<file path="config.mk">
export PLATFORM = sky130hd
export DESIGN_NAME = modhalf_unit
export DESIGN_NICKNAME = d
export VERILOG_FILES = /design/src/rtl/modhalf_pkg.sv /design/src/rtl/modhalf_pick.sv /design/src/rtl/modhalf_stage.sv /design/src/rtl/modhalf_unit.sv
export SDC_FILE = /design/constraint.sdc
export NUM_CORES = 1
export LEC_CHECK = 0
export BUFFER_PORTS_ARGS = -buffer_cell sky130_fd_sc_hd__buf_4
export CAP_MARGIN = 20
export CORE_ASPECT_RATIO = 1.4
export CORE_MARGIN = 1
export CORE_UTILIZATION = 45
export DETAILED_ROUTE_END_ITERATION = 7
export GPL_TIMING_DRIVEN = 0
export PLACE_DENSITY = 0.73
export SYNTH_ARGS = -nofsm -noshare
export SYNTH_HDL_FRONTEND = slang
export SYNTH_SLANG_ARGS = --single-unit
export TNS_END_PERCENT = 5
</file>
<file path="constraint.sdc">
create_clock -name clk -period 6.15 [get_ports clk]
set_input_delay 0.615 -clock clk [delete_from_list [all_inputs] [get_ports clk]]
set_output_delay 0.615 -clock clk [all_outputs]
set_load 0.1 [all_outputs]
</file>
<file path="src/rtl/modhalf_pkg.sv">
package modhalf_pkg;

    // Which formula produces the result.
    typedef enum logic [1:0] {
        PATH_HALF     = 2'd0,  // even sum: plain halving
        PATH_FOLD     = 2'd1,  // odd sum: (A+B+N)/2 already below N
        PATH_FOLD_SUB = 2'd2   // odd sum: (A+B+N)/2 - N
    } fold_path_e;

    // Number of register stages from input to output.
    function automatic int pipe_depth(input int segs);
        return segs + 2;
    endfunction

    // Width of one slice of the datapath.
    function automatic int seg_width(input int width, input int segs);
        return width / segs;
    endfunction

endpackage

</file>
<file path="src/rtl/modhalf_pick.sv">
module modhalf_pick
    import modhalf_pkg::*;
#(
    parameter int WIDTH = 32
) (
    input  logic [WIDTH:0]   sum,
    input  logic [WIDTH+1:0] sumn,
    input  logic [WIDTH-1:0] diff,
    input  logic             borrow,
    output logic [WIDTH-1:0] res
);

    fold_path_e path;

    // The halved value reaches N when its top bit is set or when the
    // subtraction of N did not borrow.
    always_comb begin
        if (!sum[0])
            path = PATH_HALF;
        else if (sumn[WIDTH+1] || !borrow)
            path = PATH_FOLD_SUB;
        else
            path = PATH_FOLD;
    end

    always_comb begin
        unique case (path)
            PATH_HALF: res = sum[WIDTH:1];
            PATH_FOLD: res = sumn[WIDTH:1];
            default:   res = diff;
        endcase
    end

endmodule

</file>
<file path="src/rtl/modhalf_stage.sv">
module modhalf_stage
    import modhalf_pkg::*;
#(
    parameter int WIDTH = 32,
    parameter int SEGS  = 4,
    parameter int TAGW  = 4,
    parameter int IDX   = 0
) (
    input  logic             clk,
    input  logic             rst,
    input  logic             p_vld,
    input  logic [TAGW-1:0]  p_tag,
    input  logic [WIDTH-1:0] p_a,
    input  logic [WIDTH-1:0] p_b,
    input  logic [WIDTH-1:0] p_n,
    input  logic [WIDTH:0]   p_sum,
    input  logic [WIDTH+1:0] p_sumn,
    input  logic             p_c1,
    input  logic             p_c2,
    input  logic [WIDTH-1:0] p_diff,
    input  logic             p_bw,
    input  logic [WIDTH-1:0] p_res,
    output logic             q_vld,
    output logic [TAGW-1:0]  q_tag,
    output logic [WIDTH-1:0] q_a,
    output logic [WIDTH-1:0] q_b,
    output logic [WIDTH-1:0] q_n,
    output logic [WIDTH:0]   q_sum,
    output logic [WIDTH+1:0] q_sumn,
    output logic             q_c1,
    output logic             q_c2,
    output logic [WIDTH-1:0] q_diff,
    output logic             q_bw,
    output logic [WIDTH-1:0] q_res
);

    localparam int SW       = seg_width(WIDTH, SEGS);
    localparam bit ADD_ON   = (IDX < SEGS);
    localparam bit LAST_ADD = (IDX == SEGS - 1);
    localparam bit SUB_ON   = (IDX >= 2);
    localparam bit PICK_ON  = (IDX == SEGS + 1);
    localparam int LO_A     = ADD_ON ? IDX * SW : 0;
    localparam int LO_S     = SUB_ON ? (IDX - 2) * SW : 0;

    logic [SW:0]        add_s, add_t, sub_d;
    logic [WIDTH:0]     n_sum;
    logic [WIDTH+1:0]   n_sumn;
    logic               n_c1, n_c2, n_bw;
    logic [WIDTH-1:0]   n_diff, n_res, pick_res;

    // Both adder rows for this stage's slice, plus one slice of the
    // subtract row. The subtract row runs two slices behind, because the
    // shifted sum needs the low bit of the slice above it.
    always_comb begin
        add_s  = {1'b0, p_a[LO_A +: SW]} + {1'b0, p_b[LO_A +: SW]} + {{SW{1'b0}}, p_c1};
        add_t  = {1'b0, add_s[SW-1:0]} + {1'b0, p_n[LO_A +: SW]} + {{SW{1'b0}}, p_c2};
        sub_d  = {1'b0, p_sumn[LO_S + 1 +: SW]} - {1'b0, p_n[LO_S +: SW]} - {{SW{1'b0}}, p_bw};
        n_sum  = p_sum;
        n_sumn = p_sumn;
        n_c1   = p_c1;
        n_c2   = p_c2;
        n_diff = p_diff;
        n_bw   = p_bw;
        if (ADD_ON) begin
            n_sum[LO_A +: SW]  = add_s[SW-1:0];
            n_sumn[LO_A +: SW] = add_t[SW-1:0];
            n_c1 = add_s[SW];
            n_c2 = add_t[SW];
            if (LAST_ADD) begin
                n_sum[WIDTH]           = add_s[SW];
                n_sumn[WIDTH+1:WIDTH]  = {1'b0, add_s[SW]} + {1'b0, add_t[SW]};
            end
        end
        if (SUB_ON) begin
            n_diff[LO_S +: SW] = sub_d[SW-1:0];
            n_bw = sub_d[SW];
        end
    end

    modhalf_pick #(.WIDTH(WIDTH)) u_pick (
        .sum    (p_sum),
        .sumn   (p_sumn),
        .diff   (n_diff),
        .borrow (n_bw),
        .res    (pick_res)
    );

    assign n_res = PICK_ON ? pick_res : p_res;

    always_ff @(posedge clk) begin
        if (rst) q_vld <= 1'b0;
        else     q_vld <= p_vld;
        q_tag  <= p_tag;
        q_a    <= p_a;
        q_b    <= p_b;
        q_n    <= p_n;
        q_sum  <= n_sum;
        q_sumn <= n_sumn;
        q_c1   <= n_c1;
        q_c2   <= n_c2;
        q_diff <= n_diff;
        q_bw   <= n_bw;
        q_res  <= n_res;
    end

endmodule

</file>
<file path="src/rtl/modhalf_unit.sv">
module modhalf_unit
    import modhalf_pkg::*;
#(
    parameter int WIDTH = 32,
    parameter int SEGS  = 4,
    parameter int TAGW  = 4
) (
    input  logic             clk,
    input  logic             rst,
    input  logic             in_valid,
    input  logic [TAGW-1:0]  in_tag,
    input  logic [WIDTH-1:0] in_a,
    input  logic [WIDTH-1:0] in_b,
    input  logic [WIDTH-1:0] in_mod,
    output logic             out_valid,
    output logic [TAGW-1:0]  out_tag,
    output logic [WIDTH-1:0] out_sum
);

    localparam int DEPTH = pipe_depth(SEGS);

    logic             pvld  [0:DEPTH];
    logic [TAGW-1:0]  ptag  [0:DEPTH];
    logic [WIDTH-1:0] pa    [0:DEPTH];
    logic [WIDTH-1:0] pb    [0:DEPTH];
    logic [WIDTH-1:0] pn    [0:DEPTH];
    logic [WIDTH:0]   psum  [0:DEPTH];
    logic [WIDTH+1:0] psumn [0:DEPTH];
    logic             pc1   [0:DEPTH];
    logic             pc2   [0:DEPTH];
    logic [WIDTH-1:0] pdiff [0:DEPTH];
    logic             pbw   [0:DEPTH];
    logic [WIDTH-1:0] pres  [0:DEPTH];

    assign pvld[0]  = in_valid;
    assign ptag[0]  = in_tag;
    assign pa[0]    = in_a;
    assign pb[0]    = in_b;
    assign pn[0]    = in_mod;
    assign psum[0]  = '0;
    assign psumn[0] = '0;
    assign pc1[0]   = 1'b0;
    assign pc2[0]   = 1'b0;
    assign pdiff[0] = '0;
    assign pbw[0]   = 1'b0;
    assign pres[0]  = '0;

    for (genvar k = 0; k < DEPTH; k++) begin : g_stage
        modhalf_stage #(
            .WIDTH (WIDTH),
            .SEGS  (SEGS),
            .TAGW  (TAGW),
            .IDX   (k)
        ) u_stage (
            .clk    (clk),
            .rst    (rst),
            .p_vld  (pvld[k]),  .p_tag  (ptag[k]),
            .p_a    (pa[k]),    .p_b    (pb[k]),    .p_n    (pn[k]),
            .p_sum  (psum[k]),  .p_sumn (psumn[k]),
            .p_c1   (pc1[k]),   .p_c2   (pc2[k]),
            .p_diff (pdiff[k]), .p_bw   (pbw[k]),   .p_res  (pres[k]),
            .q_vld  (pvld[k+1]),  .q_tag  (ptag[k+1]),
            .q_a    (pa[k+1]),    .q_b    (pb[k+1]),    .q_n    (pn[k+1]),
            .q_sum  (psum[k+1]),  .q_sumn (psumn[k+1]),
            .q_c1   (pc1[k+1]),   .q_c2   (pc2[k+1]),
            .q_diff (pdiff[k+1]), .q_bw   (pbw[k+1]),   .q_res  (pres[k+1])
        );
    end

    assign out_valid = pvld[DEPTH];
    assign out_tag   = ptag[DEPTH];
    assign out_sum   = pres[DEPTH];

endmodule

</file>
==> results.txt <==
Post-synthesis cell count: 1200
Worst reg2reg setup slack: 2740 ps
HPWL after detailed placement: 16400 µm
DR pass1 iterations: 4
Critical path type: register to register
Die area: 35900 µm²
Syn Nets: 1430
# IOs: 140
Simple-gate share of the synthesized area: 4.44%
H-Tree Level Count: 2
Max Transition Viols Final: 0
Post_cts resized: 0
Final WL: 23000 µm
Final setup fails: 0
Synth top area share: 69.8%
Post-Syn Area per Cell: 13.2 µm²
Cell taking the most area after synthesis: dfxtp_1
Initial antenna violation count: 0
Asr flop ratio synth: 0%
Nets: 1618
Clk Tree Root Cell: clkbuf_16
Std-Cell Rows: 80
Post-synthesis compound-gate area fraction: 5.75%
Crit-path cells: inv_1 -> fa_1 -> fa_1 -> nor3b_1 -> o21ai_2 -> a31oi_2 -> mux2i_4 -> buf_6 -> mux2i_1 -> a21oi_1
Grt ovf: 0
Post-synth EDFFs: 0
CTS tree: built
Hold endpoint: g_stage[0].u_stage.q_n[20]
Critical path arrival: 3800 ps
VDD IR-drop max: 0.338 mV
Critical R2R Launch: g_stage[4].u_stage.q_bw
Pwr Density: 565 nW/µm²
RSZ-0062 raised after global routing: false
Fmax: 293 MHz
Fill cell count: 2747
Layout area overhead: 19.9%
Count of buffers from port buffering: 139
Worst setup EP type: register
Fin Setup TNS: 0 ps
Sequential cell area fraction in the yosys report: 69.8%
GP Congestion: 0.784
Least-Margin Pin Slew: 827 ps
Max_slew headroom: 44.9%
Worst-path clk slew: 70 ps
Mux cell area share after synthesis: 2.10%
Chip height: 224 µm
Share of layout cells above drive strength 1: 15.5%
Critical Path Max Stage Delay: 570 ps
Largest family of logic cells by synthesized area: adder cells
TritonCTS Buffers: 47
Critical Path RT: 6540 ps
Largest net degree at the start of global routing: 17
Initial Utilization: 46.1%
ANT nets after route: 0
Status: completed
Setup bufs post-CTS: 0
Slowest cell on the critical path: mux2i_4
Fraction of the cycle the final worst path needs: 55.4%
Antenna Cells: 0
FF-to-FF End: g_stage[5].u_stage.q_res[29]
Tot Pwr: 0.0107 W
Post-Synth Adder-Cell Area: 11.0%
Avg WL per Cell: 12.3 µm
Final Critical Period: 3410 ps
DR vias: 8175
Hold Path Class: input pin to register
Vias per cell: 4.36
# hold bufs at CTS: 0
Vias in the first global route: 8410
Core area: 34300 µm²
Die X: 160 µm
P_leak: 8.63 nW
First-pass GRT wire length: 38100 µm
Min-Delay Path Depth: 1
Clock Latency Late Sink: 550 ps
Multi-input logic area: 4310 µm²
Top post-synthesis cells by area: dfxtp_1, ha_1, xnor2_1
Synth Flop Type: dfxtp_1
Max_cap viols: 0
Synth Area in XOR/XNOR: 3.88%
Setup Skew: 18.7 ps
Synth Register Bits: 552
Synth unique cells: 44
Largest fanout on the critical path: 10
Worst hold path startpoint: in_mod[20]
Final hold vios: 0
CTS sink count: 552
CP startpoint kind: register
Synth Warn #: 0
DRT iter0 DRCs: 268
Top cell by count, worst path: fa_1
Syn Std Cell Area: 15800 µm²
Worst Reg-to-Reg Cells: 10
# DRC: 0
Seq. cell area: 11100 µm²
CTS Buffer Depth: 3
Total GRT Usage: 13.3%
==> cell usage after synthesis (2+ instances only) <==
cell type / count
o211ai_1: 3
nand3_1: 6
xor2_1: 18
nand3b_1: 3
a2111oi_0: 2
o41ai_1: 7
clkbuf_1: 8
ha_1: 106
nand2b_1: 11
dfxtp_1: 552
nor3b_1: 2
buf_6: 3
fa_1: 21
a31oi_1: 3
o21ai_0: 25
and2_1: 2
o21bai_1: 7
or2_2: 2
mux2i_1: 31
xnor2_1: 52
inv_1: 107
nor2_1: 61
a21o_1: 19
nor3_1: 15
a21oi_1: 73
nand2_1: 30
nor2b_1: 14
==> routing by layer <==
metal	vias to the layer above	share of wire, %	wire length (µm)	global-route usage [%]
met3	51	4.2	957	3.04
met4	0	2.6	599	5.31
met5	-	0	0	0
met2	137	55	12600	26.2
li1	4285	-	-	-
met1	3702	38	8850	13.1
==> registers in the layout (all words and copies together) (netlist names) <==
signal                  cells
g_stage.u_stage.q_b        48
g_stage.u_stage.q_sum     114
g_stage.u_stage.q_c2        3
g_stage.u_stage.q_c1        3
g_stage.u_stage.q_n       112
g_stage.u_stage.q_a        48
g_stage.u_stage.q_sumn    111
g_stage.u_stage.q_res      32
g_stage.u_stage.q_bw        3
g_stage.u_stage.q_vld       6
g_stage.u_stage.q_diff     48
g_stage.u_stage.q_tag      24
==> layout by cell type, fill, tap and decap left out, types with 7 or more instances in the layout <==
cell	instances
o21bai_1	7
fa_1	21
o41ai_1	7
nor2_1	61
xnor2_1	52
ha_1	106
nor2b_1	14
mux2i_1	31
dfxtp_1	552
clkbuf_16	48
nand2_1	30
buf_4	139
inv_1	107
a21o_1	19
o21ai_0	25
a21oi_1	73
clkbuf_8	8
nand2b_1	11
xor2_1	18
nor3_1	15
clkbuf_1	19
==> final cells by class <==
type | count | area share [%]
Inverter | 107 | 2.12
Buffer | 11 | 0.336
Tap cell | 451 | 2.97
Clock inverter | 17 | 1.03
Timing Repair Buffer | 139 | 5.50
Clock buffer | 67 | 7.13
Sequential cell | 552 | 58.2
Multi-Input combinational cell | 530 | 22.7
==> per-stage QoR <==
stage	std cells	setup WS, ps	util (%)	instance area, µm²	hold slack (ps)
2_1_floorplan	1200	3230	-	15800	310
3_3_place_gp	1790	2740	50.8	17400	310
6_report	1874	2740	55.3	19000	159
3_5_place_dp	1790	2700	50.8	17400	312
5_1_grt	1874	2560	55.3	19000	124
4_1_cts	1874	2660	55.3	19000	125
==> kinds of logic (layout without fill, tap and decap cells) <==
logic type | after synthesis | in the layout
AO/OA/AOI/OAI | 150 | 150
AND/OR/NAND/NOR | 151 | 151
adder cells (fa/ha/maj) | 127 | 127
multiplexers | 32 | 32
XOR/XNOR | 70 | 70
buffers and inverters | 118 | 341
flip-flops | 552 | 552
==> worst max-delay path, delay by kind of cell, from the launching register on <==
| kind | cells | cell delay, ps |
|---|---|---|
| muxes | 2 | 860 |
| AOI/OAI and AO/OA | 3 | 520 |
| and+or+nand+nor | 1 | 300 |
| DFF | 1 | 310 |
| adders and majority gates | 2 | 940 |
| buffers and inverters | 2 | 310 |
==> report_power, final <==
group,switching (W),leakage [nW],internal [W]
logic,0.00196,3.22,0.00111
registers,0.000252,4.66,0.00451
clock network,0.00122,0.756,0.00167
total,0.00343,8.63,0.00729
==> worst max path at each step <==
| stage | start | end | slack [ps] |
|---|---|---|---|
| after floorplan | g_stage[2].u_stage.q_c1 | g_stage[3].u_stage.q_sumn[32] | 3230 |
| after CTS | g_stage[4].u_stage.q_bw | g_stage[5].u_stage.q_res[29] | 2660 |
| after global routing | g_stage[4].u_stage.q_bw | g_stage[5].u_stage.q_res[29] | 2560 |
| final | g_stage[4].u_stage.q_bw | g_stage[5].u_stage.q_res[29] | 2740 |
| after detailed placement | g_stage[4].u_stage.q_bw | g_stage[5].u_stage.q_res[29] | 2700 |
| after global placement | g_stage[4].u_stage.q_bw | g_stage[5].u_stage.q_res[16] | 2740 |
No activity file was read; power rests on OpenSTA's default activity.
